### config.mk
export PLATFORM = sky130hd
export DESIGN_NAME = icseq_top
export DESIGN_NICKNAME = d
export VERILOG_FILES = /design/src/rtl/icseq_pkg.sv /design/src/rtl/icseq_rst_sync.sv /design/src/rtl/icseq_decode.sv /design/src/rtl/icseq_satcnt.sv /design/src/rtl/icseq_fsm.sv /design/src/rtl/icseq_top.sv
export SDC_FILE = /design/constraint.sdc
export NUM_CORES = 1
export LEC_CHECK = 0
export BUFFER_PORTS_ARGS = -buffer_cell sky130_fd_sc_hd__buf_2
export CORE_MARGIN = 3
export CORE_UTILIZATION = 34
export CTS_CLUSTER_DIAMETER = 30
export DETAILED_ROUTE_END_ITERATION = 8
export GPL_ROUTABILITY_DRIVEN = 0
export GPL_TIMING_DRIVEN = 0
export PLACE_DENSITY = 0.53
export SETUP_SLACK_MARGIN = 0.02
export SLEW_MARGIN = 20
export SYNTH_ARGS = -nofsm -noshare
export SYNTH_HDL_FRONTEND = slang
export SYNTH_HIERARCHICAL = 1
export SYNTH_SLANG_ARGS = --single-unit
### constraint.sdc
create_clock -name clk -period 2.09 [get_ports clk]
set_input_delay 0.209 -clock clk [delete_from_list [all_inputs] [get_ports clk]]
set_output_delay 0.209 -clock clk [all_outputs]
set_load 0.005 [all_outputs]
### src/rtl/icseq_pkg.sv
package icseq_pkg;

  typedef enum logic [1:0] {
    ST_READY = 2'd0,
    ST_BUSY  = 2'd1,
    ST_IRQ   = 2'd2
  } seq_state_e;

  localparam logic [3:0] CMD_READ     = 4'h1;
  localparam logic [3:0] CMD_WRITE    = 4'h2;
  localparam logic [3:0] CMD_MCLR     = 4'h3;
  localparam logic [3:0] CMD_TERM     = 4'h4;
  localparam logic [3:0] CMD_SREQ_PAR = 4'h5;
  localparam logic [3:0] CMD_SREQ_ERR = 4'h6;
  localparam logic [3:0] CMD_SETPROT  = 4'h7;

  localparam logic [1:0] STAT_NORMAL = 2'b00;
  localparam logic [1:0] STAT_PARITY = 2'b01;
  localparam logic [1:0] STAT_TERM   = 2'b10;

  typedef struct packed {
    logic op;
    logic mclr;
    logic term;
    logic sreq_par;
    logic sreq_err;
    logic setprot;
  } cmd_acc_t;

endpackage

### src/rtl/icseq_rst_sync.sv
module icseq_rst_sync (
  input  logic clk,
  input  logic rst_n,
  output logic rst_sync_n
);
  logic [1:0] sync_q;

  always_ff @(posedge clk or negedge rst_n) begin
    if (!rst_n) sync_q <= 2'b00;
    else        sync_q <= {sync_q[0], 1'b1};
  end

  assign rst_sync_n = sync_q[1];
endmodule

### src/rtl/icseq_decode.sv
module icseq_decode
  import icseq_pkg::*;
(
  input  logic       cmd_valid,
  input  logic       cmd_force,
  input  logic [3:0] cmd_code,
  input  logic       in_ready,
  output cmd_acc_t   acc
);
  logic ok_norm;
  logic ok_force;
  logic is_rw;

  always_comb begin
    ok_norm  = cmd_valid && in_ready;
    ok_force = cmd_valid && cmd_force;
    is_rw    = (cmd_code == CMD_READ) || (cmd_code == CMD_WRITE);
    acc.op       = ok_norm && is_rw;
    acc.mclr     = (ok_norm || ok_force) && (cmd_code == CMD_MCLR);
    acc.term     = (ok_norm || ok_force) && (cmd_code == CMD_TERM);
    acc.sreq_par = ok_norm && (cmd_code == CMD_SREQ_PAR);
    acc.sreq_err = ok_norm && (cmd_code == CMD_SREQ_ERR);
    acc.setprot  = ok_norm && (cmd_code == CMD_SETPROT);
  end
endmodule

### src/rtl/icseq_satcnt.sv
module icseq_satcnt #(
  parameter int W = 4
) (
  input  logic         clk,
  input  logic         rst_n,
  input  logic         clr,
  input  logic         inc,
  output logic [W-1:0] cnt_o
);
  logic [W-1:0] cnt_q;
  logic [W-1:0] cnt_d;
  logic         cnt_en;

  always_comb begin
    cnt_en = clr || (inc && !(&cnt_q));
    cnt_d  = clr ? '0 : cnt_q + 1'b1;
  end

  always_ff @(posedge clk or negedge rst_n) begin
    if (!rst_n)      cnt_q <= '0;
    else if (cnt_en) cnt_q <= cnt_d;
  end

  assign cnt_o = cnt_q;
endmodule

### src/rtl/icseq_fsm.sv
module icseq_fsm
  import icseq_pkg::*;
(
  input  logic       clk,
  input  logic       rst_n,
  input  cmd_acc_t   acc,
  input  logic       op_done,
  input  logic       par_err,
  input  logic       ack,
  output seq_state_e state_o,
  output logic [1:0] code_o,
  output logic       abort_o
);
  seq_state_e state_q, state_d;
  logic [1:0] code_q, code_d;
  logic       code_en;
  logic       par_q, par_d;
  logic       abort_q, abort_d;

  always_comb begin
    state_d = state_q;
    code_d  = code_q;
    code_en = 1'b0;
    par_d   = par_q;
    abort_d = 1'b0;
    unique case (state_q)
      ST_READY: begin
        if (acc.op) begin
          state_d = ST_BUSY;
          par_d   = 1'b0;
        end else if (acc.mclr || acc.setprot) begin
          state_d = ST_IRQ;
          code_d  = STAT_NORMAL;
          code_en = 1'b1;
        end else if (acc.term) begin
          state_d = ST_IRQ;
          code_d  = STAT_TERM;
          code_en = 1'b1;
        end
      end
      ST_BUSY: begin
        if (par_err) par_d = 1'b1;
        if (acc.mclr || acc.term) begin
          state_d = ST_IRQ;
          code_d  = acc.mclr ? STAT_NORMAL : STAT_TERM;
          code_en = 1'b1;
          abort_d = 1'b1;
        end else if (op_done) begin
          state_d = ST_IRQ;
          code_d  = (par_q || par_err) ? STAT_PARITY : STAT_NORMAL;
          code_en = 1'b1;
        end
      end
      ST_IRQ: begin
        if (acc.mclr || acc.term) begin
          code_d  = acc.mclr ? STAT_NORMAL : STAT_TERM;
          code_en = 1'b1;
        end else if (ack) begin
          state_d = ST_READY;
        end
      end
      default: state_d = ST_READY;
    endcase
  end

  always_ff @(posedge clk or negedge rst_n) begin
    if (!rst_n) begin
      state_q <= ST_READY;
      code_q  <= STAT_NORMAL;
      par_q   <= 1'b0;
      abort_q <= 1'b0;
    end else begin
      state_q <= state_d;
      par_q   <= par_d;
      abort_q <= abort_d;
      if (code_en) code_q <= code_d;
    end
  end

  assign state_o = state_q;
  assign code_o  = code_q;
  assign abort_o = abort_q;
endmodule

### src/rtl/icseq_top.sv
module icseq_top
  import icseq_pkg::*;
#(
  parameter int CNT_W  = 4,
  parameter int PROT_W = 8,
  parameter int DATA_W = 16
) (
  input  logic              clk,
  input  logic              rst_n,
  input  logic              cmd_valid,
  input  logic              cmd_force,
  input  logic [3:0]        cmd_code,
  input  logic [PROT_W-1:0] cmd_arg,
  input  logic              op_done,
  input  logic              par_err,
  input  logic              overrun,
  input  logic              ack,
  output logic              fn_rdy,
  output logic              irq,
  output logic [1:0]        stat_code,
  output logic              abort,
  output logic              rsp_valid,
  output logic [DATA_W-1:0] rsp_data,
  output logic [PROT_W-1:0] prot_q
);
  localparam int PAD_W  = DATA_W - CNT_W;
  localparam int N_CNT  = 2;
  localparam int IX_PAR = 0;
  localparam int IX_OVR = 1;

  logic       rst_sync_n;
  cmd_acc_t   acc;
  seq_state_e state;
  logic       in_ready;
  logic       running;

  logic [CNT_W-1:0] cnt_v [N_CNT];
  logic [N_CNT-1:0] inc_v;

  logic              rsp_v_d;
  logic [DATA_W-1:0] rsp_data_d;
  logic              rsp_valid_q;
  logic [DATA_W-1:0] rsp_data_q;
  logic [PROT_W-1:0] prot_r;

  icseq_rst_sync u_rst (
    .clk        (clk),
    .rst_n      (rst_n),
    .rst_sync_n (rst_sync_n)
  );

  icseq_decode u_dec (
    .cmd_valid (cmd_valid),
    .cmd_force (cmd_force),
    .cmd_code  (cmd_code),
    .in_ready  (in_ready),
    .acc       (acc)
  );

  icseq_fsm u_fsm (
    .clk     (clk),
    .rst_n   (rst_sync_n),
    .acc     (acc),
    .op_done (op_done),
    .par_err (par_err),
    .ack     (ack),
    .state_o (state),
    .code_o  (stat_code),
    .abort_o (abort)
  );

  always_comb begin
    in_ready       = (state == ST_READY);
    running        = (state == ST_BUSY);
    inc_v[IX_PAR]  = running && par_err;
    inc_v[IX_OVR]  = running && overrun;
  end

  for (genvar gi = 0; gi < N_CNT; gi++) begin : g_cnt
    icseq_satcnt #(.W(CNT_W)) u_cnt (
      .clk   (clk),
      .rst_n (rst_sync_n),
      .clr   (acc.mclr),
      .inc   (inc_v[gi]),
      .cnt_o (cnt_v[gi])
    );
  end

  always_comb begin
    rsp_v_d    = acc.sreq_par || acc.sreq_err;
    rsp_data_d = acc.sreq_par ? {{PAD_W{1'b0}}, cnt_v[IX_PAR]}
                              : {{PAD_W{1'b0}}, cnt_v[IX_OVR]};
  end

  always_ff @(posedge clk or negedge rst_sync_n) begin
    if (!rst_sync_n) begin
      rsp_valid_q <= 1'b0;
      rsp_data_q  <= '0;
      prot_r      <= '0;
    end else begin
      rsp_valid_q <= rsp_v_d;
      if (rsp_v_d)     rsp_data_q <= rsp_data_d;
      if (acc.setprot) prot_r     <= cmd_arg;
    end
  end

  assign fn_rdy    = in_ready;
  assign irq       = (state == ST_IRQ);
  assign rsp_valid = rsp_valid_q;
  assign rsp_data  = rsp_data_q;
  assign prot_q    = prot_r;
endmodule

==> impl_metrics.json <==
{
  "worst-r2r-setup-slack_ps": 130,
  "holdWs_ps": 164.6,
  "tns_ps": 0,
  "synthArstFlopShare": 1.000,
  "grt.total_usage": 0.1299,
  "avgSynthCellArea_sq_um": 11.37,
  "peakVddDrop_v": 0.0004082,
  "syn_inst": 151,
  "grt_max_degree": 28,
  "die_area_sq_um": 5937,
  "p_leak_nw": 1.070,
  "hold_end": "prot_q[3]",
  "synth_edf_count": 0,
  "cp.required_ps": 2280,
  "worst_slack_ps": 128.7,
  "powerDensity_nw_per_um2": 906.7,
  "cts_buffers": 5,
  "final_cell_mix": "buf_2 (38), dfrtp_1 (26), buf_4 (16)",
  "hpwl_microns": 2780,
  "first_iter_violations": 53,
  "maxSlewViolCount": 0,
  "hold_depth": 2,
  "hold_start": "cmd_arg[3]",
  "finalCriticalPeriod_ps": 1961,
  "routed_wirelength_microns": 3648,
  "p_switching_mw": 0.6290,
  "max_freq_mhz": 509.9,
  "synthToLayoutAreaGrowth_pct": 28.13,
  "yosysTopAreaCell": "dfrtp_1",
  "grt_pass1_wl_microns": 6203,
  "htree_levels": 2,
  "setup_viol": 0,
  "power.share.clock": 0.228,
  "overflow": 0,
  "grt_pass1_vias": 1321,
  "worstSkewPairLatency_ps": 270,
  "num_vias": 1252,
  "reg2reg_to": "u_fsm/state_o[0]",
  "r2r-start": "u_fsm/state_o[1]",
  "insertedDiodeCount": 0,
  "crit_buf_inv": 0,
  "yosysWarnings": 6,
  "cts_tree": "yes",
  "critPathSlowestCell": "dfrtp_2",
  "status": "completed",
  "synth_compound_area_frac": 0.09694,
  "synthAdderAreaFrac": 0.05102,
  "vias_per_cell": 4.520,
  "grt_antenna_before_repair": 0,
  "synth_top_family_by_area": "simple AND/OR/NAND/NOR gates",
  "synth_seq_cells": 29,
  "rows": 25,
  "relSlewSlack": 0.5977,
  "worstPathCellList": "nor2_4 -> nand2_1 -> nor4_4 -> nand2b_1 -> o22ai_1 -> a21oi_1 -> mux2i_1",
  "fin_worst_skew_ps": 3.902,
  "criticalPathCategory": "flip-flop to flip-flop",
  "cpLargestDelayFamily": "simple AND/OR/NAND/NOR gates",
  "port_buffers": 37,
  "cp-start-kind": "flip-flop",
  "cts_sinks": 29,
  "switching_share": 0.3154,
  "start_util": 0.3587,
  "dp.cells": 266,
  "path_max_fanout": 9,
  "rsz0062_at_grt": "true",
  "ios": 50,
  "ant_nets": 0,
  "mostFrequentLayoutCell": "buf_2",
  "endpoint_kind": "flip-flop",
  "seq_area_frac_synth": 0.4227,
  "hold_viol": 0,
  "worst_pin_slew_ps": 603.5,
  "p_comb_frac": 0.358,
  "post_drt_wl_per_cell_microns": 13.17,
  "final_nets": 237,
  "internal-power_mw": 1.365,
  "clk_pin_slew_ps": 60,
  "fp.dieH_microns": 77.06,
  "min_period_over_period": 0.9384,
  "synth_mux_area_frac": 0.1429,
  "worstHoldPathType": "primary input to flip-flop",
  "synth.distinct_cells": 41,
  "num-fill-cells": 459,
  "p_seq_frac": 0.414,
  "pre_cts_slack_ps": -351.4,
  "yosys.area_share.xor_xnor": 0.005102,
  "yosys.area.top_type_share": 0.4227,
  "core_sq_um": 4786,
  "synth_area_leaders": "dfrtp_1 (42%), mux2_4 (9.6%), buf_4 (5.7%)",
  "drv_cap": 0,
  "final_cells": 277,
  "drc": 0,
  "root_buffer": "clkbuf_8",
  "drive_gt1_frac": 0.4524,
  "worstPathArrival_ps": 2150,
  "synthFlopType": "dfrtp_1",
  "worst_path_largest_cell_delay_ps": 480,
  "cts_buffer_depth": 2,
  "synth_area_sq_um": 1717,
  "die_w_microns": 77.06,
  "first_pass_iters": 4,
  "yosys.area_share.simple": 0.2019,
  "rr_worst_depth": 7
}
[area by class of cell]
| class | instances | area (sq um) | area share |
|---|---|---|---|
| inverters | 4 | 15.01 | 0.006826 |
| flip-flops and latches | 29 | 729.5 | 0.3316 |
| clock buffers | 7 | 86.33 | 0.03925 |
| multi-input cells | 114 | 953.4 | 0.4334 |
| well taps | 67 | 83.83 | 0.03811 |
| repair buffers | 41 | 217.7 | 0.09898 |
| plain buffers | 15 | 113.9 | 0.05176 |
[Yosys cell counts, drive strengths merged (3+ instances only)]
master,number
ha,7
a21oi,9
buf,15
nor4,3
or2,3
nand2,9
mux2,11
nand2b,6
inv,4
dfrtp,29
nor2b,7
nor2,8
mux2i,8
o21ai,8
[kinds of logic (layout without fill, tap and decap cells)]
group	count (synthesis)	after routing
AOI/OAI and AO/OA	24	24
xor gates and xnor gates	1	1
adders and majority gates	7	7
buffers and inverters	19	67
DFF	29	29
muxes	19	19
other	2	13
and+or+nand+nor	50	50
[sequential cells by signal (all words and copies together), names as in the netlist]
register / cells
u_fsm/par_q: 1
u_rst/sync_q: 2
prot_q: 8
rsp_valid: 1
u_fsm/abort_o: 1
g_cnt.u_cnt/cnt_o: 8
u_fsm/state_o: 2
rsp_data: 4
u_fsm/code_o: 2
[metal layers]
metal  track usage  vias to the layer above  routed length, microns
met1        0.1652                      602                    1639
met4       0.05338                        0                      57
li1              -                      615                       -
met2        0.2082                       29                    1796
met5             0                        -                       0
met3       0.03521                        6                     155
[per-stage QoR]
stage / utilization / total power, mW / cell area (sq um)
after floorplan: - / 1.307 / 1787
after global placement: 0.4295 / 1.526 / 2056
after detailed placement: 0.4295 / 1.539 / 2056
after CTS: 0.4544 / 2.015 / 2175
after global routing: 0.4596 / 2.137 / 2200
final: 0.4596 / 1.994 / 2200
[power by group through the flow]
stage,clock (mW),sequential [mW],combinational (mW)
finish,0.455,0.826,0.714
global route,0.499,0.847,0.790
CTS,0.473,0.829,0.713
detailed placement,0,0.837,0.701
global placement,0,0.830,0.695
floorplan,0,0.817,0.490
[how the worst max path moves through the flow]
| stage | startpoint | to | slack [ps] | cells after the start |
|---|---|---|---|---|
| 6_report | u_fsm/state_o[1] | u_fsm/state_o[0] | 130 | 7 |
| 5_1_grt | u_fsm/state_o[1] | u_fsm/state_o[0] | 10 | 7 |
| 4_1_cts | u_fsm/state_o[1] | u_fsm/code_o[1] | 50 | 7 |
| 3_5_place_dp | u_fsm/state_o[1] | u_fsm/code_o[1] | -350 | 7 |
| 3_3_place_gp | u_fsm/state_o[1] | u_fsm/code_o[1] | -280 | 7 |
| 2_1_floorplan | u_fsm/state_o[1] | u_fsm/code_o[1] | 1 | 7 |
[worst reg2reg max path, stage by stage (launching register included)]
cell      delay (ps)
dfrtp_2          480
nor2_4           180
nand2_1          100
nor4_4           360
nand2b_1         210
o22ai_1          100
a21oi_1          240
mux2i_1          210
[timing repair]
item,in CTS,in global routing
setup endpoints to repair,6,2
endpoints found under the hold margin,2,0
pin swaps,1,1
hold buffers,1,0
buffers inserted,1,2
resized for setup,2,1
cloned,0,0
Power figures use the tool's default switching activity.
